$ cat src/rtl/sdclk_pkg.sv
package sdclk_pkg;

    typedef enum logic [1:0] {
        ST_OFF   = 2'd0,
        ST_RUN   = 2'd1,
        ST_DRAIN = 2'd2,
        ST_LOAD  = 2'd3
    } sdclk_st_e;

    typedef enum logic [1:0] {
        RSP_OK    = 2'd0,
        RSP_BUSY  = 2'd1,
        RSP_PARAM = 2'd2
    } sdclk_rsp_e;

endpackage

$ cat src/rtl/sdclk_ratio_dec.sv
module sdclk_ratio_dec #(
    parameter int unsigned MAX_LOG = 9,
    parameter int unsigned RATIO_W = MAX_LOG + 1,
    parameter int unsigned IDX_W   = $clog2(MAX_LOG + 1)
) (
    input  logic [RATIO_W-1:0] ratio,
    output logic               ok,
    output logic [IDX_W-1:0]   idx
);

    logic [IDX_W-1:0] part [RATIO_W];

    for (genvar g = 0; g < RATIO_W; g++) begin : g_bit
        assign part[g] = ratio[g] ? IDX_W'(g) : '0;
    end

    always_comb begin
        ok  = $onehot(ratio);
        idx = '0;
        for (int i = 0; i < RATIO_W; i++) begin
            idx = idx | part[i];
        end
    end

endmodule

$ cat src/rtl/sdclk_code_map.sv
module sdclk_code_map #(
    parameter int unsigned IDX_W     = 4,
    parameter int unsigned DIV_W     = 8,
    parameter int unsigned TMO_W     = 8,
    parameter logic [7:0]  DIV_FULL  = 8'hFF,
    parameter logic [7:0]  TMO_TOP   = 8'hE0,
    parameter logic [7:0]  TMO_FLOOR = 8'h70,
    parameter logic [7:0]  TMO_STEP  = 8'h10,
    parameter int unsigned FLOOR_IDX = 8
) (
    input  logic [IDX_W-1:0] idx,
    output logic [DIV_W-1:0] div_code,
    output logic [TMO_W-1:0] tmo_code
);

    always_comb begin
        if (idx == IDX_W'(0)) begin
            div_code = DIV_W'(DIV_FULL);
        end else if (idx == IDX_W'(1)) begin
            div_code = '0;
        end else begin
            div_code = DIV_W'(1) << (idx - IDX_W'(2));
        end

        if (idx <= IDX_W'(1)) begin
            tmo_code = TMO_W'(TMO_TOP);
        end else if (idx >= IDX_W'(FLOOR_IDX)) begin
            tmo_code = TMO_W'(TMO_FLOOR);
        end else begin
            tmo_code = TMO_W'(TMO_TOP) - TMO_W'(TMO_STEP) * TMO_W'(idx - IDX_W'(1));
        end
    end

endmodule

$ cat src/rtl/sdclk_ctrl.sv
module sdclk_ctrl
    import sdclk_pkg::*;
#(
    parameter int unsigned MAX_LOG = 9,
    parameter int unsigned RST_LOG = 9,
    parameter int unsigned CODE_W  = 8
) (
    input  logic                 clk,
    input  logic                 rst_n,
    input  logic                 req_valid,
    input  logic [MAX_LOG:0]     req_ratio,
    input  logic                 off_req,
    input  logic                 cmd_busy,
    output logic                 rsp_valid,
    output logic [1:0]           rsp_code,
    output logic                 clk_en,
    output logic                 card_clk,
    output logic [CODE_W-1:0]    div_code,
    output logic [CODE_W-1:0]    tmo_code,
    output logic [MAX_LOG:0]     cur_ratio
);

    localparam int unsigned RATIO_W = MAX_LOG + 1;
    localparam int unsigned IDX_W   = $clog2(MAX_LOG + 1);

    typedef struct packed {
        sdclk_st_e          st;
        logic               en;
        logic [IDX_W-1:0]   idx;
        logic [IDX_W-1:0]   pend;
        logic               restart;
        logic [RATIO_W-1:0] cnt;
        logic               sclk;
        logic               rsp_v;
        sdclk_rsp_e         rsp;
    } sdclk_regs_t;

    sdclk_regs_t r_d, r_q;

    logic               dec_ok;
    logic [IDX_W-1:0]   dec_idx;
    logic [RATIO_W-1:0] lim_m1;
    logic               wrap;
    logic               busy_any;

    sdclk_ratio_dec #(
        .MAX_LOG (MAX_LOG),
        .RATIO_W (RATIO_W),
        .IDX_W   (IDX_W)
    ) i_dec (
        .ratio (req_ratio),
        .ok    (dec_ok),
        .idx   (dec_idx)
    );

    sdclk_code_map #(
        .IDX_W (IDX_W),
        .DIV_W (CODE_W),
        .TMO_W (CODE_W)
    ) i_map (
        .idx      (r_q.idx),
        .div_code (div_code),
        .tmo_code (tmo_code)
    );

    assign lim_m1   = (RATIO_W'(1) << r_q.idx) - RATIO_W'(1);
    assign wrap     = (r_q.cnt == lim_m1);
    assign busy_any = cmd_busy || (r_q.st == ST_DRAIN) || (r_q.st == ST_LOAD);

    always_comb begin
        r_d       = r_q;
        r_d.rsp_v = 1'b0;
        r_d.rsp   = RSP_OK;

        // clock generator and change sequencer
        unique case (r_q.st)
            ST_RUN: begin
                if (wrap) begin
                    r_d.cnt  = '0;
                    r_d.sclk = ~r_q.sclk;
                end else begin
                    r_d.cnt = r_q.cnt + RATIO_W'(1);
                end
            end
            ST_DRAIN: begin
                if (!r_q.sclk || wrap) begin
                    r_d.sclk = 1'b0;
                    r_d.cnt  = '0;
                    if (r_q.restart) begin
                        r_d.idx = r_q.pend;
                        r_d.st  = ST_LOAD;
                    end else begin
                        r_d.st = ST_OFF;
                    end
                end else begin
                    r_d.cnt = r_q.cnt + RATIO_W'(1);
                end
            end
            ST_LOAD: begin
                r_d.st = ST_RUN;
                r_d.en = 1'b1;
            end
            default: begin
            end
        endcase

        // request handling
        if (req_valid) begin
            r_d.rsp_v = 1'b1;
            if (!dec_ok) begin
                r_d.rsp = RSP_PARAM;
            end else if (r_q.en && (dec_idx == r_q.idx)) begin
                r_d.rsp = RSP_OK;
            end else if (busy_any) begin
                r_d.rsp = RSP_BUSY;
            end else begin
                r_d.rsp     = RSP_OK;
                r_d.en      = 1'b0;
                r_d.pend    = dec_idx;
                r_d.restart = 1'b1;
                r_d.st      = ST_DRAIN;
            end
        end else if (off_req) begin
            r_d.rsp_v = 1'b1;
            if (busy_any) begin
                r_d.rsp = RSP_BUSY;
            end else if (r_q.st != ST_OFF) begin
                r_d.en      = 1'b0;
                r_d.restart = 1'b0;
                r_d.st      = ST_DRAIN;
            end
        end
    end

    always_ff @(posedge clk or negedge rst_n) begin
        if (!rst_n) begin
            r_q.st      <= ST_OFF;
            r_q.en      <= 1'b0;
            r_q.idx     <= IDX_W'(RST_LOG);
            r_q.pend    <= IDX_W'(RST_LOG);
            r_q.restart <= 1'b0;
            r_q.cnt     <= '0;
            r_q.sclk    <= 1'b0;
            r_q.rsp_v   <= 1'b0;
            r_q.rsp     <= RSP_OK;
        end else begin
            r_q <= r_d;
        end
    end

    assign rsp_valid = r_q.rsp_v;
    assign rsp_code  = r_q.rsp;
    assign clk_en    = r_q.en;
    assign card_clk  = r_q.sclk;
    assign cur_ratio = RATIO_W'(1) << r_q.idx;

endmodule

$ cat config.mk
export PLATFORM = sky130hd
export DESIGN_NAME = sdclk_ctrl
export DESIGN_NICKNAME = d
export VERILOG_FILES = /design/src/rtl/sdclk_pkg.sv /design/src/rtl/sdclk_ratio_dec.sv /design/src/rtl/sdclk_code_map.sv /design/src/rtl/sdclk_ctrl.sv
export SDC_FILE = /design/constraint.sdc
export NUM_CORES = 1
export LEC_CHECK = 0
export BUFFER_PORTS_ARGS = -buffer_cell sky130_fd_sc_hd__buf_4
export CAP_MARGIN = 40
export CORE_MARGIN = 8
export CORE_UTILIZATION = 39
export DETAILED_ROUTE_END_ITERATION = 16
export PLACE_DENSITY = 0.69
export SYNTH_ARGS = -nofsm -noshare
export SYNTH_HDL_FRONTEND = slang
export SYNTH_SLANG_ARGS = --single-unit
$ cat constraint.sdc
create_clock -name clk -period 4.65 [get_ports clk]
set_input_delay 0.6975 -clock clk [delete_from_list [all_inputs] [get_ports clk]]
set_output_delay 0.6975 -clock clk [all_outputs]
set_load 0.05 [all_outputs]
==> results of run 1 <==
[cell type report]
type / instances / share of cell area
Sequential cell: 26 / 0.2170
Inverter: 35 / 0.04348
Tap cell: 80 / 0.03313
Multi-Input combinational cell: 233 / 0.5814
Timing Repair Buffer: 43 / 0.1068
Clock buffer: 4 / 0.01822
[flip-flops by register name, summed over array words and instances, names as in the netlist]
signal / flops
clk_en: 1
card_clk: 1
rsp_code: 2
rsp_valid: 1
r_q: 21
[worst max-delay path, stage by stage]
cell and delay, ps:
buf_4 110, ha_1 270, inv_1 50, fa_1 560, fa_1 440, fa_1 420, inv_1 90, fa_1 410
nor4_1 370, o311a_1 370, nor2_1 90, o21ai_0 170, a22o_1 160
[cells by family (layout without fill, tap and decap cells)]
kind of cell               after synthesis  count (layout)  synth area share
and+or+nand+nor                        112             112            0.2328
AOI/OAI and AO/OA                       63              63            0.1697
buffers and inverters                   55              82           0.09566
adders and majority gates               30              30            0.1583
DFF                                     26              26            0.2469
xor gates and xnor gates                15              15           0.05797
muxes                                    9               9           0.03723
other                                    1               4          0.001412
[placed cells by master (no fill, tap or decap), types with 5 or more instances in the layout]
cell	Yosys	routed
nand3_1	7	7
o2bb2ai_1	5	5
ha_1	24	24
dfrtp_1	22	22
buf_4	6	43
nor2_1	24	24
inv_1	34	34
a21oi_1	14	14
o21ai_0	10	10
nor3_1	15	15
nor2b_1	11	11
nand2_1	19	19
fa_1	6	6
xnor2_1	9	9
and3_1	5	5
[power groups by stage]
stage / Combinational (mW) / Sequential [mW] / Clock [mW]
4_1_cts: 1.51 / 0.404 / 0.153
3_5_place_dp: 1.51 / 0.409 / 0
2_1_floorplan: 1.18 / 0.401 / 0
3_3_place_gp: 1.48 / 0.406 / 0
6_report: 1.50 / 0.404 / 0.150
5_1_grt: 1.64 / 0.419 / 0.161
[metrics by stage]
stage / power [mW] / setup slack, ps
after floorplan: 1.578 / 646.8
after global placement: 1.882 / 482.0
after detailed placement: 1.914 / 405.7
after CTS: 2.068 / 658.7
after global routing: 2.218 / 342.7
final: 2.051 / 656.9
[routing by layer]
layer  vias to the layer above  GRT usage  routed length [µm]
met3                         9    0.02255                 231
li1                       1137          -                   -
met1                      1063     0.1618                2825
met4                         0    0.03070                  91
met2                        41     0.2140                2817
met5                         -          0                   0
[final timing paths]
check                             startpoint       to  slack [ps]  depth (start not counted)
worst max register to register       r_q[20]  r_q[25]         750                         11
max in group asynchronous              rst_n  r_q[19]        4030                          1
worst min register to register       r_q[18]  r_q[18]         480                          2
min in group clk                     r_q[18]  r_q[18]         480                          2
worst min-delay path                   rst_n   r_q[8]         310                          1
worst max-delay path            req_ratio[1]  r_q[25]         660                         13
==> qor.yml, run 1 <==
cells_and_area:
  layout-area-overhead-vs-synth_pct: 13.81
  seqCellArea_um2: 655.6
  fill_cells: 687
  stdcell_count: 421
  antenna_cells: 0
  final_layout_size_suffix_gt1_frac: 0.1906
  finalCoreUtilization: 0.4522
  fin_nets: 387
  fin_area_mm2: 0.003022
  multi_input_area_mm2: 0.001757
detailed_routing:
  wire_per_inst_um: 14.17
  ant_nets: 0
  wl_mm: 5.965
  drc_errors: 0
  drt_pre_antenna_iters: 4
  first_iter_violations: 38
  dr_total_vias: 2250
  vias_per_cell: 5.344
place:
  hpwl_mm: 4.757
  placed_area_mm2: 0.002967
  portBuffers: 41
  dp_cells: 417
  routabilityCongestion: 0.7942
min_path:
  hp-class: "in -> async"
clock_network:
  cts_hold_buf: 0
  clk_pin_slew_ps: 100
  cts_buffers: 3
  postCtsSetupRepairBufs: 0
  cts-root-buf: "clkbuf_8"
  clock_latency_ps: 280
  clockBufferDepth: 2
  cts-htree-levels: 1
  clock_sinks: 26
  cts_tree: "built"
  post_cts_resized: 0
timing:
  maxSlewViolCount: 0
  finalCriticalPeriod_ps: 3993
  fin_crit_sh: 0.8587
  timing.hold.ws_ps: 308.2
  clock_skew_ps: 9.421
  hold_viol_final: 0
  worstMarginPinSlew_ps: 885.6
  finalSetupTns_ps: 0
  slew_headroom: 0.4051
  setup_viol: 0
  rsz0062_at_grt: "false"
  max_freq_ghz: 0.2504
power_and_ir_drop:
  power.internal_mw: 0.9203
  ir_worst_vdd_v: 0.0001933
  p_seq_frac: 0.197
  p_leak_nw: 1.381
  combPwrFrac: 0.730
  p_per_area_mw_per_mm2: 678.6
  swShare: 0.5512
  p_sw_mw: 1.130
  pwr-share-clk: 0.073
synth:
  synth_area_mm2: 0.002655
  ys_seq_area_frac: 0.2469
  yosysWarnings: 0
  synth-edff-count: 0
  syn_inst: 311
  async_flop_share: 1.000
  post-synth-top-area-cell: "dfrtp_1"
  synth_area_leaders: "dfrtp_1 (21%), ha_1 (11%), inv_1 (4.8%)"
  yosys.cell_count.top_type: "inv_1"
  ys_seq_elements: 26
  synthTopCellsByCount: "inv_1 (34), ha_1 (24), nor2_1 (24)"
  synth_area_per_cell_um2: 8.537
  ys_types: 65
  yosysTopAreaCellShare: 0.2074
  synthFlopType: "dfrtp_1"
critical_path:
  worst_setup_path_end_kind: "flip-flop"
  crit_arrival_ps: 4210
  worst-path-max-fanout: 7
  worstSetupPathType: "in -> reg"
  required_ps: 4860
  cp-start-kind: "input pin"
die:
  die-area_mm2: 0.009704
  die_w_um: 98.51
  rows: 30
  fp.dieH_um: 98.51
  core_area_mm2: 0.006681
  pin_count: 46
  start_util: 0.3974
flow_run:
  max_cap_viol_count: 0
grt:
  grt_pass1_vias: 2254
  antenna_found_initial: 0
  grt_pass1_wl_mm: 10.52
  gr-total-overflow: 0
  gr-usage-all-layers: 0.1264
  grt_max_degree: 27
run_status:
  outcome: "finished, final reports clean"
No activity file was read; power rests on OpenSTA's default activity.
==> inputs of run 2 (changes only) <==
Settings changed: CELL_PAD_IN_SITES_DETAIL_PLACEMENT set to 0, CELL_PAD_IN_SITES_GLOBAL_PLACEMENT set to 1, PLACE_DENSITY 0.69 to 0.85.
==> run 2 against run 1 <==
Effect of this change:
- clock-buffer cell count decreased by 1
- largest cell class unchanged
- highest routed layer unchanged
- wire length is 0.40% lower
- hold slack improved by 10 ps
- clock power grew 25%
- combinational power about the same
- sequential share of layout area shrank 0.12 points
- final area increased by 0.54%
- fmax rose by 1.5%
==> qor.yml, run 2 (same netlist as run 1, synthesis figures left out) <==
run_status:
  outcome: "finished, final reports clean"
die:
  die-area_mm2: 0.009704
  start_util: 0.3974
  pin_count: 46
  fp.dieH_um: 98.51
  rows: 30
  die_w_um: 98.51
  core_area_mm2: 0.006681
cells_and_area:
  antenna_cells: 0
  fin_nets: 387
  layout_commonest_cell: "buf_4"
  layout-area-overhead-vs-synth_pct: 14.42
  largest_reg_flops: 21
  final_layout_size_suffix_gt1_frac: 0.1906
  layout_common_cells: "buf_4 (43), inv_1 (34), nor2_1 (24), ha_1 (24), dfrtp_1 (22)"
  top_register: "r_q"
detailed_routing:
  wire_per_inst_um: 14.11
  dr_total_vias: 2238
  vias_per_cell: 5.316
  drt_pre_antenna_iters: 4
  ant_nets: 0
  drc_errors: 0
  first_iter_violations: 48
  wl_mm: 5.941
clock_network:
  cts_buffers: 3
  cts-root-buf: "clkbuf_8"
  clock_sinks: 26
  cts_hold_buf: 0
  clockBufferDepth: 2
  cts_tree: "built"
  clk_pin_slew_ps: 90
  clock_latency_ps: 270
  postCtsSetupRepairBufs: 0
  cts-htree-levels: 1
  post_cts_resized: 0
power_and_ir_drop:
  p_sw_mw: 1.128
  ir_worst_vdd_v: 0.0002279
  p_per_area_mw_per_mm2: 687.4
  p_seq_frac: 0.193
  swShare: 0.5400
  pwr-share-clk: 0.090
  combPwrFrac: 0.717
  power.internal_mw: 0.9605
  p_leak_nw: 1.388
critical_path:
  cp_cell_sequence: "inv_1 -> ha_1 -> or3b_1 -> ha_1 -> nor2b_1 -> o21ai_0 -> a21oi_1 -> nand4b_1 -> o41ai_2 -> mux2_2 -> a22o_1"
  worst-path-max-fanout: 14
  reg2reg_slack_ps: 720
  ff2ff_path_depth: 11
  required_ps: 4820
  rr_startpoint: "r_q[20]"
  cp-start-kind: "flip-flop"
  critPathSlowestCell: "or3b_1"
  crit_top_cell: "ha_1"
  worst_setup_path_end_kind: "flip-flop"
  max_stage_delay_ps: 550
  r2r-end: "r_q[25]"
  worstSetupPathType: "reg -> reg"
  crit_arrival_ps: 4100
place:
  routabilityCongestion: 0.7922
  portBuffers: 41
  hpwl_mm: 4.789
  preCtsSetupSlack_ps: 413.0
timing:
  fin_crit_sh: 0.8461
  finalSetupTns_ps: 0
  rsz0062_at_grt: "false"
  max_freq_ghz: 0.2542
  timing.final.ws_setup_ps: 715.5
  setup_viol: 0
  maxSlewViolCount: 0
  hold_viol_final: 0
  clock_skew_ps: 3.811
  finalCriticalPeriod_ps: 3935
  worstMarginPinSlew_ps: 832.2
  slew_headroom: 0.4409
grt:
  grt_max_degree: 27
  gr-usage-all-layers: 0.1250
  grt_pass1_wl_mm: 10.40
  antenna_found_initial: 0
  gr-total-overflow: 0
  grt_pass1_vias: 2237
min_path:
  hp-class: "in -> async"
flow_run:
  max_cap_viol_count: 0
run 2: worst max path at each step:
stage          slack [ps]    startpoint      end
2_1_floorplan         650  req_ratio[0]  r_q[25]
3_3_place_gp          470  req_ratio[0]  r_q[25]
3_5_place_dp          410  req_ratio[1]  r_q[15]
4_1_cts               690  req_ratio[1]  r_q[25]
5_1_grt               340  req_ratio[1]  r_q[25]
6_report              720       r_q[20]  r_q[25]
run 2: through the flow:
stage | hold WS (ps) | std cells | utilization | power [mW] | instance area [µm²]
6_report | 318.6 | 421 | 0.4547 | 2.088 | 3038
5_1_grt | 333.2 | 421 | 0.4547 | 2.269 | 3038
4_1_cts | 323.8 | 421 | 0.4547 | 2.109 | 3038
3_5_place_dp | 473.3 | 417 | 0.4440 | 1.914 | 2967
3_3_place_gp | 464.0 | 417 | 0.4440 | 1.888 | 2967
2_1_floorplan | 401.9 | 314 | - | 1.578 | 2666
run 2: critical path: cells and delay by family, from the launching register on:
kind / cells / cell delay (ps)
AOI/OAI and AO/OA: 4 / 990
buffers and inverters: 1 / 190
adders and majority gates: 2 / 840
and+or+nand+nor: 3 / 930
DFF: 1 / 480
muxes: 1 / 380
run 2: final cells by class:
cell class / instances / area (µm²)
repair buffers: 43 / 322.8
flip-flops and latches: 26 / 655.6
clock buffers: 3 / 41.29
multi-input cells: 233 / 1757
inverters: 35 / 131.4
fillers: 693 / 3643
well taps: 80 / 100.1
clock inverters: 1 / 30.03
run 2: power groups by stage:
stage | clock [mW] | sequential, mW | combinational, mW
2_1_floorplan | 0 | 0.401 | 1.18
3_3_place_gp | 0 | 0.408 | 1.48
3_5_place_dp | 0 | 0.409 | 1.50
4_1_cts | 0.194 | 0.405 | 1.51
5_1_grt | 0.203 | 0.420 | 1.65
6_report | 0.188 | 0.404 | 1.50
run 2: routing by layer:
| layer | global-route usage | part of all wire |
|---|---|---|
| met1 | 0.1573 | 0.47 |
| met2 | 0.2114 | 0.47 |
| met3 | 0.02607 | 0.046 |
| met4 | 0.03188 | 0.0089 |
| met5 | 0 | 0 |
==> inputs of run 3 (changes only) <==
Settings changed: ABC_AREA set to 1, CORE_UTILIZATION 39 to 37, PLACE_DENSITY 0.85 to 0.87.
Clock period 4.65 ns to 3.25 ns, I/O delays scaled along.
==> run 3 against run 2 <==
Effect of this change:
- the run now ends with setup timing left
- critical path depth increased by 2
- via count up 1.6%
- clock power rose by 12%
- die area increased by 0.45%
- sequential power increased by 50%
- clock skew down 1.1 ps
- critical path type is now in -> reg
- critical endpoint is now r_q[17]
- largest power group unchanged
==> qor.yml, run 3 <==
run_status:
  outcome: "complete, but fails checks"
  violations: "setup timing"
synth:
  synth_top_family_by_area: "simple AND/OR/NAND/NOR gates"
  synthMuxAreaShare: 0.008399
  ys_types: 44
  async_flop_share: 1.000
  yosysWarnings: 0
  synthTopCellsByCount: "nand2_1 (79), inv_1 (68), ha_1 (24)"
  syn_inst: 347
  ys_seq_area_frac: 0.2589
  synth_area_per_cell_um2: 7.298
  yosysTopAreaCellShare: 0.2174
  synth-xor-area-share: 0.04496
  ys_seq_elements: 26
  synthSimpleGateAreaFrac: 0.2668
  yosys.cell_count.top_type: "nand2_1"
  synth-edff-count: 0
  synth_area_leaders: "dfrtp_1 (22%), ha_1 (12%), nand2_1 (12%)"
  synthAdderAreaFrac: 0.1660
  synth_area_mm2: 0.002532
  synthFlopType: "dfrtp_1"
  synth_compound_area_frac: 0.1151
  post-synth-top-area-cell: "dfrtp_1"
die:
  fp.dieH_um: 98.73
  die-area_mm2: 0.009748
  die_w_um: 98.73
  rows: 30
  start_util: 0.3769
  core_area_mm2: 0.006719
  pin_count: 46
timing:
  setup_viol: 8
  hold_viol_final: 0
  worstMarginPinSlew_ps: 534.2
  max_freq_ghz: 0.2918
  maxSlewViolCount: 0
  fin_crit_sh: 1.055
  rsz0062_at_grt: "true"
  timing.final.ws_setup_ps: -177.4
  finalCriticalPeriod_ps: 3427
  clock_skew_ps: 2.724
  slew_headroom: 0.6411
critical_path:
  reg2reg_slack_ps: 310
  rr_startpoint: "r_q[20]"
  ff2ff_path_depth: 20
  r2r-end: "r_q[25]"
  cp-start-kind: "input pin"
  crit_arrival_ps: 3590
  worstSetupPathType: "in -> reg"
  required_ps: 3410
  worst_setup_path_end_kind: "flip-flop"
  worst-path-max-fanout: 3
cells_and_area:
  layout_common_cells: "nand2_1 (79), inv_1 (63), buf_4 (49)"
  top_register: "r_q"
  final_layout_size_suffix_gt1_frac: 0.2469
  finalCoreUtilization: 0.4642
  fin_area_mm2: 0.003119
  antenna_cells: 0
  layout_commonest_cell: "nand2_1"
  fill_cells: 700
  fin_nets: 443
  largest_reg_flops: 21
  layout-area-overhead-vs-synth_pct: 23.17
place:
  placed_area_mm2: 0.003004
  preCtsSetupSlack_ps: -510.7
  hpwl_mm: 4.977
  portBuffers: 41
  routabilityCongestion: 0.7482
detailed_routing:
  drt_pre_antenna_iters: 4
  ant_nets: 0
  dr_total_vias: 2273
  wire_per_inst_um: 12.67
  first_iter_violations: 69
  wl_mm: 6.042
  drc_errors: 0
  vias_per_cell: 4.765
clock_network:
  clk_pin_slew_ps: 90
  clock_sinks: 26
  clockBufferDepth: 2
  cts-root-buf: "clkbuf_8"
  cts_hold_buf: 0
  cts_tree: "built"
  cts-htree-levels: 1
  cts_buffers: 3
  clock_latency_ps: 270
grt:
  grt_max_degree: 27
  gr-usage-all-layers: 0.1236
  gr-total-overflow: 0
  grt_pass1_vias: 2292
  grt_pass1_wl_mm: 10.29
  antenna_found_initial: 0
power_and_ir_drop:
  p_per_area_mw_per_mm2: 992.6
  p_leak_nw: 1.682
  ir_worst_vdd_v: 0.0003085
min_path:
  hp-class: "in -> async"
flow_run:
  max_cap_viol_count: 0
## run 3: changes by cell type in the layout (fill, tap and decap cells not counted), sizes merged, moves of 7 or more
cell   previous run  this run
o22ai             2         9
buf              43        53
xnor2             9         2
nand3             8        23
nor3             17         5
inv              34        70
nor2b            11         0
nand2            19        85
## run 3: logic make-up after synthesis
| group | count (synthesis) |
|---|---|
| flip-flops | 26 |
| multiplexers | 2 |
| adder cells (fa/ha/maj) | 30 |
| buffers and inverters | 81 |
| XOR/XNOR | 13 |
| AND/OR/NAND/NOR | 149 |
| other | 1 |
| AO/OA/AOI/OAI | 45 |
## run 3: metrics by stage
stage	hold slack [ps]	cells	total power, mW	setup TNS (ps)
detailed placement	416.9	472	2.862	-4088
CTS	119.4	478	3.111	-865.0
floorplan	191.9	350	2.297	-959.2
global placement	415.5	472	2.809	-3376
global route	127.8	477	3.367	-1696
finish	106.6	477	3.096	-849.7
## run 3: layout make-up
type / count / area, µm² / share of cell area
Sequential cell: 26 / 655.6 / 0.2102
Tap cell: 80 / 100.1 / 0.03209
Multi-Input combinational cell: 243 / 1622 / 0.5199
Inverter: 71 / 274.0 / 0.08785
Clock buffer: 4 / 55.05 / 0.01765
Timing Repair Buffer: 53 / 412.9 / 0.1324
## run 3: critical path: stages
cell	delay (ps)
buf_6	100
ha_4	250
inv_2	30
fa_1	560
fa_1	440
fa_2	350
inv_2	80
fa_1	430
nor4_2	250
nand2_1	120
nor2_1	100
nand3_1	110
mux2_2	280
## run 3: report_power, final
group / internal, mW / total, mW / switching, mW
Combinational: 0.771 / 2.28 / 1.51
Sequential: 0.455 / 0.608 / 0.154
Clock: 0.108 / 0.211 / 0.103
Total: 1.33 / 3.10 / 1.76
## run 3: metal layers
| layer | share of wire | vias to the layer above | GRT usage | wire length, µm |
|---|---|---|---|---|
| met3 | 0.053 | 2 | 0.02678 | 318 |
| met4 | 0.0061 | 0 | 0.02479 | 37 |
| met2 | 0.48 | 42 | 0.2161 | 2906 |
| li1 | - | 1187 | - | - |
| met1 | 0.46 | 1042 | 0.1515 | 2779 |
| met5 | 0 | - | 0 | 0 |
## run 3: how the worst max path moves through the flow
| stage | start | endpoint | slack (ps) |
|---|---|---|---|
| floorplan | req_ratio[1] | r_q[17] | -230 |
| global placement | req_ratio[1] | r_q[17] | -440 |
| detailed placement | req_ratio[1] | r_q[17] | -510 |
| CTS | req_ratio[0] | r_q[17] | -180 |
| global route | req_ratio[0] | r_q[17] | -270 |
| finish | req_ratio[0] | r_q[17] | -180 |
## run 3: what timing repair did
action | 4_1_cts | 5_1_grt
buffers inserted | 3 | 1
endpoints found under the setup margin | 9 | 10
pin swaps | 5 | 1
resized for setup | 8 | 3
